==> src/rtl/ptf_pkg.sv <==
package ptf_pkg;
  localparam int CLS_W  = 3;
  localparam int MODE_W = 2;
  localparam int CTXM_W = 3;
  localparam int VERD_W = 2;

  typedef enum logic [CLS_W-1:0] {
    OP_WFI    = 3'd0,
    OP_WRS    = 3'd1,
    OP_SFENCE = 3'd2,
    OP_HFV    = 3'd3,
    OP_HFG    = 3'd4,
    OP_HLS    = 3'd5,
    OP_HLX    = 3'd6,
    OP_RSVD   = 3'd7
  } op_e;

  typedef enum logic [MODE_W-1:0] {
    MD_U = 2'd0,
    MD_S = 2'd1,
    MD_R = 2'd2,
    MD_M = 2'd3
  } mode_e;

  typedef enum logic [VERD_W-1:0] {
    VD_ALLOW   = 2'd0,
    VD_ILLEGAL = 2'd1,
    VD_VIRT    = 2'd2
  } verdict_e;

  localparam logic [CTXM_W-1:0] CTX_USER = 3'd0;
  localparam logic [CTXM_W-1:0] CTX_SUP  = 3'd1;
  localparam logic [CTXM_W-1:0] CTX_SUM  = 3'd2;

  typedef struct packed {
    verdict_e          verdict;
    logic [CTXM_W-1:0] ctx_mode;
    logic              two_stage;
  } result_t;
endpackage

==> src/rtl/ptf_verdict.sv <==
module ptf_verdict
  import ptf_pkg::*;
(
  input  op_e      op,
  input  mode_e    mode,
  input  logic     virt,
  input  logic     has_s,
  input  logic     tw,
  input  logic     tvm,
  input  logic     vtw,
  input  logic     vtvm,
  input  logic     hu,
  output verdict_e verdict
);
  logic is_u, is_s, is_m;
  verdict_e hfence_v;

  assign is_u = (mode == MD_U);
  assign is_s = (mode == MD_S);
  assign is_m = (mode == MD_M);

  // shared tail of both hypervisor fences
  always_comb begin
    if (virt)                 hfence_v = VD_VIRT;
    else if (is_m || is_s)    hfence_v = VD_ALLOW;
    else                      hfence_v = VD_ILLEGAL;
  end

  always_comb begin
    verdict = VD_ILLEGAL;
    unique case (op)
      OP_WFI: begin
        if (((is_s || (!has_s && is_u)) && tw) || (has_s && is_u && !virt))
          verdict = VD_ILLEGAL;
        else if (virt && (is_u || (is_s && vtw)))
          verdict = VD_VIRT;
        else
          verdict = VD_ALLOW;
      end
      OP_WRS: begin
        if (virt && (is_s || is_u) && vtw && !tw)
          verdict = VD_VIRT;
        else if (!is_m && tw)
          verdict = VD_ILLEGAL;
        else
          verdict = VD_ALLOW;
      end
      OP_SFENCE: begin
        if (!virt && (is_u || (is_s && tvm)))
          verdict = VD_ILLEGAL;
        else if (virt && (is_u || vtvm))
          verdict = VD_VIRT;
        else
          verdict = VD_ALLOW;
      end
      OP_HFV: verdict = hfence_v;
      OP_HFG: begin
        if (is_s && !virt && tvm) verdict = VD_ILLEGAL;
        else                      verdict = hfence_v;
      end
      OP_HLS, OP_HLX: begin
        if (is_m)                 verdict = VD_ALLOW;
        else if (virt)            verdict = VD_VIRT;
        else if (is_u && !hu)     verdict = VD_ILLEGAL;
        else                      verdict = VD_ALLOW;
      end
      default: verdict = VD_ILLEGAL;
    endcase
  end
endmodule

==> src/rtl/ptf_ctx.sv <==
module ptf_ctx
  import ptf_pkg::*;
(
  input  op_e               op,
  input  logic              spvp,
  input  logic              vsum,
  output logic [CTXM_W-1:0] ctx_mode,
  output logic              two_stage
);
  logic hyp_access;
  logic exec_type;

  assign hyp_access = (op == OP_HLS) || (op == OP_HLX);
  assign exec_type  = (op == OP_HLX);

  always_comb begin
    ctx_mode  = CTX_USER;
    two_stage = 1'b0;
    if (hyp_access) begin
      two_stage = 1'b1;
      if (!spvp)                   ctx_mode = CTX_USER;
      else if (!exec_type && vsum) ctx_mode = CTX_SUM;
      else                         ctx_mode = CTX_SUP;
    end
  end
endmodule

==> src/rtl/ptf_slice.sv <==
module ptf_slice #(
  parameter int W = 8
) (
  input  logic         clk,
  input  logic         rst_n,
  input  logic         in_valid,
  output logic         in_ready,
  input  logic [W-1:0] in_data,
  output logic         out_valid,
  input  logic         out_ready,
  output logic [W-1:0] out_data
);
  logic         full_q;
  logic [W-1:0] data_q;

  assign in_ready  = !full_q || out_ready;
  assign out_valid = full_q;
  assign out_data  = data_q;

  always_ff @(posedge clk or negedge rst_n) begin
    if (!rst_n) begin
      full_q <= 1'b0;
      data_q <= '0;
    end else if (in_valid && in_ready) begin
      full_q <= 1'b1;
      data_q <= in_data;
    end else if (out_ready) begin
      full_q <= 1'b0;
    end
  end
endmodule

==> src/rtl/priv_trap_filter.sv <==
module priv_trap_filter
  import ptf_pkg::*;
(
  input  logic              clk,
  input  logic              rst_n,
  input  logic              in_valid,
  output logic              in_ready,
  input  logic [CLS_W-1:0]  in_cls,
  input  logic [MODE_W-1:0] in_mode,
  input  logic              in_virt,
  input  logic              in_has_s,
  input  logic              in_tw,
  input  logic              in_tvm,
  input  logic              in_vtw,
  input  logic              in_vtvm,
  input  logic              in_hu,
  input  logic              in_spvp,
  input  logic              in_vsum,
  output logic              out_valid,
  input  logic              out_ready,
  output logic [VERD_W-1:0] out_verdict,
  output logic [CTXM_W-1:0] out_ctx_mode,
  output logic              out_ctx_two_stage
);
  localparam int RES_W = $bits(result_t);

  op_e      op;
  mode_e    mode;
  verdict_e verdict_c;
  result_t  res_c, res_q;
  logic [RES_W-1:0] res_q_bits;

  assign op   = op_e'(in_cls);
  assign mode = mode_e'(in_mode);

  ptf_verdict u_verdict (
    .op(op), .mode(mode), .virt(in_virt), .has_s(in_has_s),
    .tw(in_tw), .tvm(in_tvm), .vtw(in_vtw), .vtvm(in_vtvm),
    .hu(in_hu), .verdict(verdict_c)
  );

  ptf_ctx u_ctx (
    .op(op), .spvp(in_spvp), .vsum(in_vsum),
    .ctx_mode(res_c.ctx_mode), .two_stage(res_c.two_stage)
  );

  assign res_c.verdict = verdict_c;

  ptf_slice #(.W(RES_W)) u_slice (
    .clk(clk), .rst_n(rst_n),
    .in_valid(in_valid), .in_ready(in_ready), .in_data(res_c),
    .out_valid(out_valid), .out_ready(out_ready), .out_data(res_q_bits)
  );

  assign res_q             = result_t'(res_q_bits);
  assign out_verdict       = res_q.verdict;
  assign out_ctx_mode      = res_q.ctx_mode;
  assign out_ctx_two_stage = res_q.two_stage;
endmodule

==> config.mk <==
export PLATFORM = sky130hd
export DESIGN_NAME = priv_trap_filter
export DESIGN_NICKNAME = d
export VERILOG_FILES = /design/src/rtl/ptf_pkg.sv /design/src/rtl/ptf_verdict.sv /design/src/rtl/ptf_ctx.sv /design/src/rtl/ptf_slice.sv /design/src/rtl/priv_trap_filter.sv
export SDC_FILE = /design/constraint.sdc
export NUM_CORES = 1
export LEC_CHECK = 0
export ABC_AREA = 1
export BUFFER_PORTS_ARGS = -buffer_cell sky130_fd_sc_hd__clkbuf_2
export CAP_MARGIN = 0
export CORE_AREA = 10 10 47 49
export CTS_CLUSTER_DIAMETER = 40
export DETAILED_ROUTE_END_ITERATION = 6
export DIE_AREA = 0 0 57 59
export GPL_TIMING_DRIVEN = 1
export PLACE_DENSITY = 0.68
export SLEW_MARGIN = 0
export SYNTH_ARGS = -nofsm -noshare
export SYNTH_HDL_FRONTEND = slang
export SYNTH_SLANG_ARGS = --single-unit
==> constraint.sdc <==
create_clock -name clk -period 2.4 [get_ports clk]
set_input_delay 0.12 -clock clk [delete_from_list [all_inputs] [get_ports clk]]
set_output_delay 0.12 -clock clk [all_outputs]
set_load 0.05 [all_outputs]
==> run metrics <==
Iter 0 DRT Violations 1; max frequency 893 MHz; first-pass GRT wire length 2190 um; Pre-Repair DR Iteration Count 3; Area after DPL 622 sq um; post-CTS setup buffers 0; outcome finished clean; crit path kind register to register; Setup Viol. Count Final 0; worst path bufs/invs 0; RSZ-0062 raised after global routing no; Top cell by count, worst path nor2_1; clk_lat worst skew 240 ps; Post-Synthesis Net Count 105; CTS Buf Count 3; die area 3360 sq um; Seq cells post-synth 6; Worst Setup SP u_slice.out_valid; PwrDens 518 nW/um^2; num rows 14; min-delay worst type primary input to register; ant diodes 0; Clock Tree Buf Depth 2; worst-path cell chain nand2_2 -> nand2_1 -> a21oi_1 -> nand4_1 -> nor2_1 -> nor2_1; port buffer count 24; DRC 0; hold_sp in_spvp; worst hold slack 125 ps; Fin Setup TNS 0 ps; Routed WL 1280 um; Syn Area/Cell 5.68 sq um; io pins 26; Tcrit/Tclk final 0.467; area delta synth->final 32.4%; YS warnings 0; critical path required time 2540 ps; Die Ht 59 um; Vias/cell 4.57; share of layout cells above drive strength 1 0.292; Peak supply drop 0.000427 V; Overflow after GRT 0; Starting Density 0.353; fin crit period 1120 ps; WL/cell 9.91 um; CTS root buffer clkbuf_4; Pwr Total 0.339 mW; initial antenna violation count 0; Die W 57 um; CP Max Fanout 7; fin area 654 sq um; core area 1400 sq um; Leakage 0.397 nW; startpoint types register; CP max-delay cell dfrtp_1; CTS tree built; Hold Vio Cnt, Final 0; HPWL Detailed 1130 um; nets 133; min setup slack post-route 1280 ps; total track usage 0.0776; via count 589; mapped cell area 494 sq um; Yosys cell types 15; CP max stage delay 380 ps; largest net degree at the start of global routing 11; Max Cap Violations 0; Reg clk slew, reported paths 50 ps; H-Tree Depth 1; number of global-route vias before repair 575; Final ANT Viol Nets 0; reg2reg start u_slice.out_valid; CP top delay family simple AND/OR/NAND/NOR gates; post-synthesis sequential area ratio 0.304; DP Worst Slack 1280 ps; critical path arrival 1260 ps; routability-driven placement congestion ratio 0.861; Crit. End Element register; Fin Clk Skew 5.97 ps; clock sinks 6; synthesized instance count 87; Final Slew Violations 0
-- report_power, final --
| part | internal, mW | switching (mW) |
|---|---|---|
| registers | 0.113 | 0.00578 |
| clock network | 0.0564 | 0.0343 |
| logic | 0.0356 | 0.0942 |
-- cells in the final DEF, fill, tap and decap left out --
cell type / synthesis / layout
nand2_1: 31 / 31
clkbuf_2: 0 / 24
nor2_1: 11 / 11
nand3_1: 11 / 11
inv_1: 7 / 7
dfrtp_1: 6 / 6
inv_2: 4 / 4
a21oi_1: 4 / 4
nor3_1: 3 / 3
o21ai_1: 3 / 3
clkbuf_4: 0 / 3
nand2_2: 2 / 2
o21ai_0: 1 / 1
nand4_1: 1 / 1
conb_1: 1 / 1
dlygate4sd3_1: 0 / 1
-- registers in the layout, indices dropped and copies added (netlist names) --
signal	cells
u_slice.out_data	5
u_slice.out_valid	1
-- layout make-up --
class	instances	area, sq um
multi-input cells	68	290
inverters	11	41.3
repair buffers	25	130
flip-flops and latches	6	150
well taps	16	20.0
clock buffers	3	22.5
fillers	157	747
-- tightest hold or removal path, cell delays in order --
cell      delay (ps)
clkbuf_2          90
nand2_1           50
o21ai_1           60
-- cell usage after synthesis --
master	n	share of area
nand2_1	31	0.24
nand3_1	11	0.11
nor2_1	11	0.084
inv_1	7	0.053
dfrtp_1	6	0.30
a21oi_1	4	0.041
inv_2	4	0.030
nor3_1	3	0.030
o21ai_1	3	0.030
nand2_2	2	0.025
buf_2	1	0.010
buf_4	1	0.015
conb_1	1	0.0076
nand4_1	1	0.013
o21ai_0	1	0.010
-- repair_timing --
| item | 4_1_cts | 5_1_grt |
|---|---|---|
| hold buffers | 1 | 0 |
| endpoints found under the hold margin | 6 | 0 |
| resized for setup | 0 | 0 |
-- logic make-up after synthesis --
| kind of cell | synth area share |
|---|---|
| compound gates | 0.0810 |
| buf+inv | 0.109 |
| flops | 0.304 |
| other cells | 0.00759 |
| simple gates | 0.499 |
-- metrics by stage --
step	utilization	std cells
after global routing	0.467	129
after global placement	0.444	125
final	0.467	129
after detailed placement	0.444	125
after floorplan	-	87
after CTS	0.467	129
-- final timing paths --
kind,to,slack [ps],depth (start not counted)
setup / recovery,u_slice.out_data[4],1280,6
hold / removal,u_slice.out_data[1],120,3
setup reg to reg,u_slice.out_data[4],1280,6
hold reg to reg,u_slice.out_data[5],480,2
max in group asynchronous,u_slice.out_data[0],2010,2
min in group asynchronous,u_slice.out_valid,230,2
-- routing by layer --
metal | global-route usage | share of wire
met1 | 0.0838 | 0.44
met2 | 0.133 | 0.52
met3 | 0.0365 | 0.038
met4 | 0.0201 | 0
met5 | 0 | 0
Note: power is estimated with default switching activity, not from simulation.
